<file path="src/rtl/irqt_pkg.sv">
// Package: window offsets and config-byte field positions shared by the
// aggregator modules. The offsets and bit positions are behaviour that
// software decodes, so they are fixed here and never parameterised.
package irqt_pkg;
    localparam logic [15:0] OFF_ROOT = 16'd0;
    localparam logic [15:0] OFF_GRP0 = 16'd1;
    localparam logic [15:0] OFF_SEL  = 16'd5;
    localparam logic [15:0] OFF_PEND = 16'd6;
    localparam logic [15:0] OFF_CFG  = 16'd7;
    localparam logic [15:0] OFF_LIVE = 16'd8;
    localparam logic [15:0] OFF_LAST = 16'd8;

    localparam int CFG_LVL = 0;   // 1 = level detect
    localparam int CFG_MLO = 1;   // mask falling / low
    localparam int CFG_MHI = 2;   // mask rising / high
    localparam int CFG_CLR = 3;   // clear latch
    localparam int CFG_IDX = 4;   // lsb of 3-bit index
    localparam int CFG_WEN = 7;   // write enable
endpackage

</file>
<file path="src/rtl/irqt_sync.sv">
// Module: irqt_sync
// Two-flop synchronizer for a vector of asynchronous request lines.
// Assumes each line is held long enough to be sampled by two edges.
module irqt_sync #(
    parameter int W = 8
) (
    input  logic         clk,
    input  logic         rst_n,
    input  logic [W-1:0] d,
    output logic [W-1:0] q
);
    logic [W-1:0] meta;

    // Two-stage capture of the raw lines into the clock domain.
    always_ff @(posedge clk) begin
        if (!rst_n) begin
            meta <= '0;
            q    <= '0;
        end else begin
            meta <= d;
            q    <= meta;
        end
    end
endmodule

</file>
<file path="src/rtl/irqt_cell.sv">
// Module: irqt_cell
// One interrupt input: holds its mode/mask bits, detects edges or levels on
// the synchronized line, and keeps a sticky pending latch. Assumes cfg_we is
// asserted for one cycle per accepted config write naming this input.
module irqt_cell
    import irqt_pkg::*;
(
    input  logic       clk,
    input  logic       rst_n,
    input  logic       line_s,
    input  logic       cfg_we,
    input  logic [3:0] cfg_bits,
    output logic       pend_vis
);
    logic line_d, mode_lvl, mask_lo, mask_hi, latch, evt, clr;

    // Delayed copy of the synchronized line for edge detection.
    always_ff @(posedge clk) begin
        if (!rst_n) line_d <= 1'b0;
        else        line_d <= line_s;
    end

    // Detection condition for the current mode and masks.
    always_comb begin
        if (mode_lvl)
            evt = (line_s & ~mask_hi) | (~line_s & ~mask_lo);
        else
            evt = (line_s & ~line_d & ~mask_hi) | (~line_s & line_d & ~mask_lo);
        clr = cfg_we & cfg_bits[CFG_CLR];
    end

    // Mode and mask storage, loaded by an accepted config write.
    always_ff @(posedge clk) begin
        if (!rst_n) begin
            mode_lvl <= 1'b0;
            mask_lo  <= 1'b1;
            mask_hi  <= 1'b1;
        end else if (cfg_we) begin
            mode_lvl <= cfg_bits[CFG_LVL];
            mask_lo  <= cfg_bits[CFG_MLO];
            mask_hi  <= cfg_bits[CFG_MHI];
        end
    end

    // Sticky latch: a new event takes priority over a clear.
    always_ff @(posedge clk) begin
        if (!rst_n) latch <= 1'b0;
        else        latch <= evt | (latch & ~clr);
    end

    assign pend_vis = latch & ~(mask_lo & mask_hi);


    evt_sets_latch_chk: assert property (@(posedge clk) disable iff (!rst_n)
        evt |=> latch);

    clr_drops_latch_chk: assert property (@(posedge clk) disable iff (!rst_n)
        (clr && !evt) |=> !latch);

    masked_no_set_chk: assert property (@(posedge clk) disable iff (!rst_n)
        (mask_lo && mask_hi && !latch && !cfg_we) |=> !latch);
endmodule

</file>
<file path="src/rtl/irqt_regs.sv">
// Module: irqt_regs
// Register window decode, block select, config write steering, and the
// group/root summary tree. Assumes NUM_BLOCKS is a power of two of at most
// 32, so that the four group bytes in the window cover every block.
module irqt_regs
    import irqt_pkg::*;
#(
    parameter int          NUM_BLOCKS = 32,
    parameter logic [15:0] BASE_ADDR  = 16'h01B0,
    localparam int         NUM_IRQ    = NUM_BLOCKS * 8,
    localparam int         SEL_W      = $clog2(NUM_BLOCKS),
    localparam int         NUM_GRP    = (NUM_BLOCKS + 7) / 8
) (
    input  logic               clk,
    input  logic               rst_n,
    input  logic               bus_wen,
    input  logic [15:0]        bus_addr,
    input  logic [7:0]         bus_wdata,
    input  logic [NUM_IRQ-1:0] pend_vis,
    input  logic [NUM_IRQ-1:0] line_s,
    output logic [7:0]         bus_rdata,
    output logic [NUM_IRQ-1:0] cfg_we,
    output logic [3:0]         cfg_bits,
    output logic               host_irq
);
    localparam int IDX_W = SEL_W + 3;

    logic [15:0]      off;
    logic             in_win, wr_cfg;
    logic [SEL_W-1:0] blk_sel;
    logic [IDX_W-1:0] cfg_idx;
    logic [7:0]       grp [NUM_GRP];
    logic [7:0]       root;

    // Window hit and offset of the current address.
    always_comb begin
        off    = bus_addr - BASE_ADDR;
        in_win = (bus_addr >= BASE_ADDR) && (off <= OFF_LAST);
        wr_cfg = bus_wen && in_win && (off == OFF_CFG) && bus_wdata[CFG_WEN];
    end

    // Block select register.
    always_ff @(posedge clk) begin
        if (!rst_n)                                   blk_sel <= '0;
        else if (bus_wen && in_win && off == OFF_SEL) blk_sel <= bus_wdata[SEL_W-1:0];
    end

    assign cfg_idx  = {blk_sel, bus_wdata[CFG_IDX +: 3]};
    assign cfg_bits = bus_wdata[3:0];

    // One write strobe per input, decoded from select and sub-index.
    for (genvar k = 0; k < NUM_IRQ; k++) begin : g_we
        assign cfg_we[k] = wr_cfg && (cfg_idx == IDX_W'(k));
    end

    // Group bytes and root byte from visible pending bits.
    always_comb begin
        root = '0;
        for (int m = 0; m < NUM_GRP; m++) begin
            for (int i = 0; i < 8; i++) begin
                grp[m][i] = 1'b0;
                if (m * 8 + i < NUM_BLOCKS)
                    grp[m][i] = |pend_vis[(m * 8 + i) * 8 +: 8];
            end
            root[m + 1] = |grp[m];
        end
    end

    assign host_irq = |root;

    // Read multiplexer over the window.
    always_comb begin
        bus_rdata = '0;
        if (in_win) begin
            case (off)
                OFF_ROOT: bus_rdata = root;
                OFF_SEL:  bus_rdata = 8'(blk_sel);
                OFF_PEND: bus_rdata = pend_vis[{blk_sel, 3'b000} +: 8];
                OFF_LIVE: bus_rdata = line_s[{blk_sel, 3'b000} +: 8];
                default: begin
                    for (int m = 0; m < NUM_GRP; m++)
                        if (off == OFF_GRP0 + 16'(m)) bus_rdata = grp[m];
                end
            endcase
        end
    end


    sel_load_chk: assert property (@(posedge clk) disable iff (!rst_n)
        (bus_wen && bus_addr == BASE_ADDR + OFF_SEL) |=> blk_sel == $past(bus_wdata[SEL_W-1:0]));

    one_target_chk: assert property (@(posedge clk) disable iff (!rst_n)
        $onehot0(cfg_we));

    no_enable_chk: assert property (@(posedge clk) disable iff (!rst_n)
        (bus_wen && bus_addr == BASE_ADDR + OFF_CFG && !bus_wdata[CFG_WEN]) |-> cfg_we == '0);
endmodule

</file>
<file path="src/rtl/irq_tree_ctrl.sv">
// Module: irq_tree_ctrl
// Top of the interrupt aggregator: synchronizes the request lines, runs
// one detection cell per line, and exposes the register window and the
// summary output. Assumes register accesses are byte-wide and single-cycle.
module irq_tree_ctrl #(
    parameter int          NUM_BLOCKS = 32,
    parameter logic [15:0] BASE_ADDR  = 16'h01B0,
    localparam int         NUM_IRQ    = NUM_BLOCKS * 8
) (
    input  logic               clk,
    input  logic               rst_n,
    input  logic [NUM_IRQ-1:0] irq_src,
    input  logic               bus_wen,
    input  logic [15:0]        bus_addr,
    input  logic [7:0]         bus_wdata,
    output logic [7:0]         bus_rdata,
    output logic               host_irq
);
    logic [NUM_IRQ-1:0] line_s, pend_vis, cfg_we;
    logic [3:0]         cfg_bits;

    irqt_sync #(.W(NUM_IRQ)) u_sync (
        .clk(clk), .rst_n(rst_n), .d(irq_src), .q(line_s)
    );

    for (genvar k = 0; k < NUM_IRQ; k++) begin : g_cell
        irqt_cell u_cell (
            .clk(clk), .rst_n(rst_n), .line_s(line_s[k]),
            .cfg_we(cfg_we[k]), .cfg_bits(cfg_bits), .pend_vis(pend_vis[k])
        );
    end

    irqt_regs #(.NUM_BLOCKS(NUM_BLOCKS), .BASE_ADDR(BASE_ADDR)) u_regs (
        .clk(clk), .rst_n(rst_n), .bus_wen(bus_wen), .bus_addr(bus_addr),
        .bus_wdata(bus_wdata), .pend_vis(pend_vis), .line_s(line_s),
        .bus_rdata(bus_rdata), .cfg_we(cfg_we), .cfg_bits(cfg_bits),
        .host_irq(host_irq)
    );


    host_tree_chk: assert property (@(posedge clk) disable iff (!rst_n)
        host_irq == (|pend_vis));
endmodule

</file>
<file path="config.mk">
export PLATFORM = sky130hd
export DESIGN_NAME = irq_tree_ctrl
export DESIGN_NICKNAME = d
export VERILOG_FILES = /design/src/rtl/irqt_pkg.sv /design/src/rtl/irqt_sync.sv /design/src/rtl/irqt_cell.sv /design/src/rtl/irqt_regs.sv /design/src/rtl/irq_tree_ctrl.sv
export SDC_FILE = /design/constraint.sdc
export NUM_CORES = 2
export LEC_CHECK = 0
export CAP_MARGIN = 0
export CELL_PAD_IN_SITES_DETAIL_PLACEMENT = 0
export CELL_PAD_IN_SITES_GLOBAL_PLACEMENT = 1
export CORE_UTILIZATION = 34
export CTS_BUF_LIST = sky130_fd_sc_hd__clkbuf_8
export DETAILED_ROUTE_END_ITERATION = 7
export GPL_ROUTABILITY_DRIVEN = 0
export PLACE_DENSITY = 0.6
export SLEW_MARGIN = 5
export SYNTH_ARGS = -nofsm -noshare
export SYNTH_HDL_FRONTEND = slang
export SYNTH_HIERARCHICAL = 1
export SYNTH_SLANG_ARGS = --single-unit
export TNS_END_PERCENT = 20
</file>
<file path="constraint.sdc">
create_clock -name clk -period 10.27 [get_ports clk]
set_clock_uncertainty 0.15 [all_clocks]
set_input_delay 1.027 -clock clk [delete_from_list [all_inputs] [get_ports clk]]
set_output_delay 1.027 -clock clk [all_outputs]
set_load 0.01 [all_outputs]
</file>
Word-level counts from Yosys, hierarchy flattened
Index checks and enable logic that the tools add are counted.
Word-level totals
  register bits after elaboration: 1797
  input port bits: 283
  output and inout bits: 9
  logic and storage cells: 6977
Cells by class
  $add $sub $neg: 1
  $lt $le $gt $ge: 2
  equal/unequal tests: 263
  shift-type cells: 2
  muxes and demuxes: 262
  bitwise operators: 4864
  reductions and logical operators: 300
Operator list (count)
  $and A1 B1 Y1: 2560
  $not A1 Y1: 1536
  $eq A8 B8 Y1 const B: 128
  $or A1 B1 Y1: 768
  $eq A8 B7 Y1 const B: 64
  $shiftx A256 B9 Y8: 2
  $logic_and A1 B1 Y1: 261
  $eq A8 B6 Y1 const B: 32
  $mux W1: 256
  $reduce_or A256 Y1: 1
  $reduce_or A64 Y1: 4
  $reduce_or A8 Y1: 32
  $eq A8 B5 Y1 const B: 16
  $eq A16 B3 Y1 const B: 4
  $eq A8 B4 Y1 const B: 8
  $mux W8: 5
  $eq A16 B2 Y1 const B: 2
  $eq A8 B3 Y1 const B: 4
  $pmux W8 S4: 1
  $eq A16 B1 Y1 const B: 1
  $eq A16 B4 Y1 const B: 1
  $eq A8 B2 Y1 const B: 2
  $ge A16 B9 Y1 const B: 1
  $le A16 B4 Y1 const B: 1
  4 further kinds: 4

Longest topological paths before layout
  word-level depth: 11
  mapped depth: 13
  mapped depth without buffers: 10

Cells and area by module
The synthesis kept the hierarchy.
Modules (own cells, without submodules)
  irqt_cell: instances 256, cells each 19, area an instance 197.7 um^2, seq. area each 100.1 um^2
  irqt_sync: instances 1, cells each 1080, area an instance 13729.4 um^2, seq. area each 10249.8 um^2
  irqt_regs: instances 1, cells each 972, area an instance 6859.1 um^2, seq. area each 100.1 um^2

Least setup slack after synthesis
No wires, ideal clock.
  kind: input to output
  from: in bus_addr[9]
  to: out bus_rdata[4]
  arrival time: 3.755 ns
  data required time: 9.093 ns
  slack: 5.338 ns
  stages: 10
  path buffers: 3
  cell sequence: or4_4 > buf_6 > nor4_4 > buf_6 > buf_12 > nand2_1 > a32oi_1 > nand4_1 > or4_1 > o41ai_2
On the way
  longest elaborated chain between the ends: 8
  elaborated cells on any way between the ends: 18
  classes of those cells: add/sub: 1; order compare: 2; eq/ne: 7; mux: 6; reduce/logical: 2
RTL lines
  from (decl): line irq_tree_ctrl.sv:14  | input logic [15:0] bus_addr,
  $sub A16 B9 Y16: line irqt_regs.sv:37  | off = bus_addr - BASE_ADDR;
  $eq A16 B1 Y1: line irqt_regs.sv:82  | if (off == OFF_GRP0 + 16'(m)) bus_rdata = grp[m];
  $mux W8 (4 in a row): line irqt_regs.sv:82
  $pmux W8 S4: line irqt_regs.sv:75  | case (off)
  $mux W8 (*): line irqt_regs.sv:74  | if (in_win) begin
  to (decl): line irq_tree_ctrl.sv:16  | output logic [7:0] bus_rdata,
Every way passes the cells marked *; elsewhere a longest branch is shown, timed or not.

Worst setup path after layout
  from: in bus_addr[6]
  to: out bus_rdata[4]
Same word-level chain as after synthesis.

==> flow_summary.yaml <==
run_status:
  outcome: "complete, no violations"
logic_synthesis:
  syn_area_sq_um: 71200
  synth.distinct_cells: 69
  syn_inst: 6916
  avgSynthCellArea_sq_um: 10.3
  yosys_warnings: 6
  ys_seq_area_share_pct: 50.5
  synth_ff_type: "dfxtp_1"
  syn_nets: 7199
  synth_edf_count: 0
  synthArstFlopShare_pct: 0
  synth_seq_cells: 1797
floorplanning:
  start_util_pct: 34.3
  die_h_um: 460
  core_region_area_sq_um: 207000
  io_pins: 292
  die_width_um: 460
  die_area_sq_um: 211000
  num_rows: 167
worst_setup_path:
  arrival_ns: 6.80
  worstSetupStartpointType: "input port"
  timing.rr.start: "u_regs/blk_sel[0]"
  critPathLaunch: "bus_addr[6]"
  crit_required_ns: 9.09
  cp_max_fo: 16
  worst-setup-path-type: "input port to output port"
  setup.worst_path.end_class: "output port"
  rrSetupSlack_ns: 6.15
global_route:
  grt_max_degree: 263
  grt_first_pass_wirelength_mm: 349
  grt_overflow: 0
  track_usage_pct: 22.2
  antenna_found_initial: 17
  grt_pass1_vias: 50928
detailed_routing:
  drt_first_pass_iters: 5
  routed_wl_mm: 239
  vias: 51583
  first_iter_violations: 3643
  drtAntennaViolNets: 0
  vias_per_cell: 4.92
  routedWlPerCell_um: 22.8
  drc_errors: 0
sta:
  period_minus_slack_ns: 7.98
  slew_headroom_pct: 13.8
  rsz0062_at_grt: "false"
  fmax_ghz: 0.125
  setup_violations: 0
  worst_pin_slew_ns: 1.28
  final-hold-violation-count: 0
  slew_violations: 0
  fin_setup_tns_ns: 0
  fin_crit_sh_pct: 77.7
  whs_ns: 0.236
power_and_ir_drop:
  ir_drop_uv: 143
  power_uw: 14600
  p_per_area_nw_per_um2: 174
  power.leakage_uw: 0.0300
clock_tree:
  cts-hold-fix-buffers: 0
  htreeDepth: 5
  post_cts_resized: 0
  clock-root-buffer: "clkbuf_8"
  worstSkewPairLatency_ns: 1.05
  cts_sinks: 1797
  post_cts_buffers: 0
  cts-buffers-inserted: 332
  clk_pin_slew_worst_paths_ns: 0.05
  cts_tree: "done"
  cts_buffer_depth: 4
final_layout:
  final_cell_mix: "dfxtp_1 (1796), nand2_1 (1130), mux2i_1 (1056), and2_1 (516), clkbuf_8 (414)"
  drive_above_1_share_pct: 11.9
  final_nets: 7729
  final_common_cell: "dfxtp_1"
  filler_cell_count: 20440
  area_growth_pct: 18.2
place:
  portBuffers: 291
  dp_hpwl_mm: 157
min_path:
  hp-class: "flip-flop to flip-flop"
  hp-start: "u_sync/meta[10]"
run:
  maxCapViolCount: 0
-- layer usage --
layer  GRT usage (%)  vias to the layer above  part of all wire (%)
met5               0                        -                0.0063
met4            9.24                        4                   3.9
met3            3.51                      411                   4.6
met2            33.8                     1262                    43
met1            30.9                    25174                    48
li1                -                    24732                     -
-- path summary, 6_finish.rpt --
kind                                                  to  depth (start not counted)
worst max-delay path                        bus_rdata[4]                          9
worst min-delay path                        u_sync/q[10]                          1
worst max register to register  g_cell[9].u_cell/mask_lo                          7
worst min register to register              u_sync/q[10]                          1
-- cell families after synthesis --
logic type / synth area share (%)
AO/OA/AOI/OAI: 8.44
XOR/XNOR: 3.15
buffers and inverters: 1.11
flip-flops: 50.5
multiplexers: 18.1
AND/OR/NAND/NOR: 18.7
-- layout make-up --
| type | instances | area (sq um) | share of cell area (%) |
|---|---|---|---|
| Antenna cell | 29 | 72.6 | 0.0862 |
| Clock buffer | 414 | 5700 | 6.77 |
| Clock inverter | 143 | 895 | 1.06 |
| Inverter | 5 | 20.0 | 0.0238 |
| Multi-Input combinational cell | 4957 | 34500 | 41.0 |
| Sequential cell | 1797 | 36000 | 42.7 |
| Tap cell | 2788 | 3490 | 4.14 |
| Timing Repair Buffer | 353 | 3520 | 4.18 |
-- state kept, by name, summed over array words and instances, names as in the netlist --
register                cells
g_cell.u_cell/latch       256
g_cell.u_cell/line_d      256
g_cell.u_cell/mask_hi     256
g_cell.u_cell/mask_lo     256
g_cell.u_cell/mode_lvl    256
u_sync/meta               256
u_sync/q                  256
u_regs/blk_sel              5
-- report_power, final --
group	switching, uW	internal, uW	leakage (uW)
clock	3000	3880	0.00378
combinational	265	246	0.0116
sequential	133	7100	0.0146
-- through the flow --
stage               utilization (%)  setup WS, ns  cells  cell area (sq um)
floorplan                         -          5.34   6916              71200
global placement               37.4          2.42   9900              77500
detailed placement             37.4          2.36   9900              77500
CTS                            40.5          2.34  10457              84100
global route                   40.6          2.12  10479              84100
finish                         40.6          2.29  10486              84200
-- critical path: stages --
cell and delay, ns:
clkdlybuf4s50_1 0.89, nand4b_1 0.80, nor3_1 0.70, nand3b_1 0.77, a31oi_1 0.42, nand4_1 0.18
or4_1 0.56, o41ai_2 0.76, clkdlybuf4s50_1 0.68
-- Yosys cell counts, drive strengths merged (2+ instances only) --
| cell | instances | share of area, % |
|---|---|---|
| inv | 5 | 0.026 |
| or4b | 2 | 0.028 |
| a22oi | 15 | 0.16 |
| a32oi | 7 | 0.086 |
| and3 | 3 | 0.026 |
| o211ai | 7 | 0.074 |
| clkbuf | 117 | 0.70 |
| a2111oi | 2 | 0.025 |
| a21boi | 512 | 5.4 |
| nor2 | 302 | 1.6 |
| dfxtp | 1797 | 51 |
| or3 | 3 | 0.026 |
| nor3 | 17 | 0.12 |
| a211oi | 7 | 0.074 |
| or2 | 2 | 0.018 |
| xor2 | 256 | 3.1 |
| o221ai | 5 | 0.062 |
| a31oi | 17 | 0.15 |
| buf | 39 | 0.36 |
| o21ai | 270 | 1.9 |
| and2 | 774 | 7.3 |
| a221oi | 2 | 0.025 |
| a21oi | 16 | 0.11 |
| o22ai | 17 | 0.15 |
| nor4 | 57 | 0.53 |
| nor2b | 271 | 2.4 |
| nand4 | 12 | 0.11 |
| o31ai | 2 | 0.021 |
| o311ai | 2 | 0.025 |
| o22a | 2 | 0.025 |
| o2111ai | 2 | 0.025 |
| nand4bb | 2 | 0.032 |
| nand3 | 29 | 0.20 |
| mux4 | 100 | 3.2 |
| or4 | 23 | 0.25 |
| nand2 | 1142 | 6.0 |
| mux2 | 4 | 0.063 |
| nand2b | 3 | 0.026 |
| mux2i | 1056 | 15 |
Power figures use the tool's default switching activity.
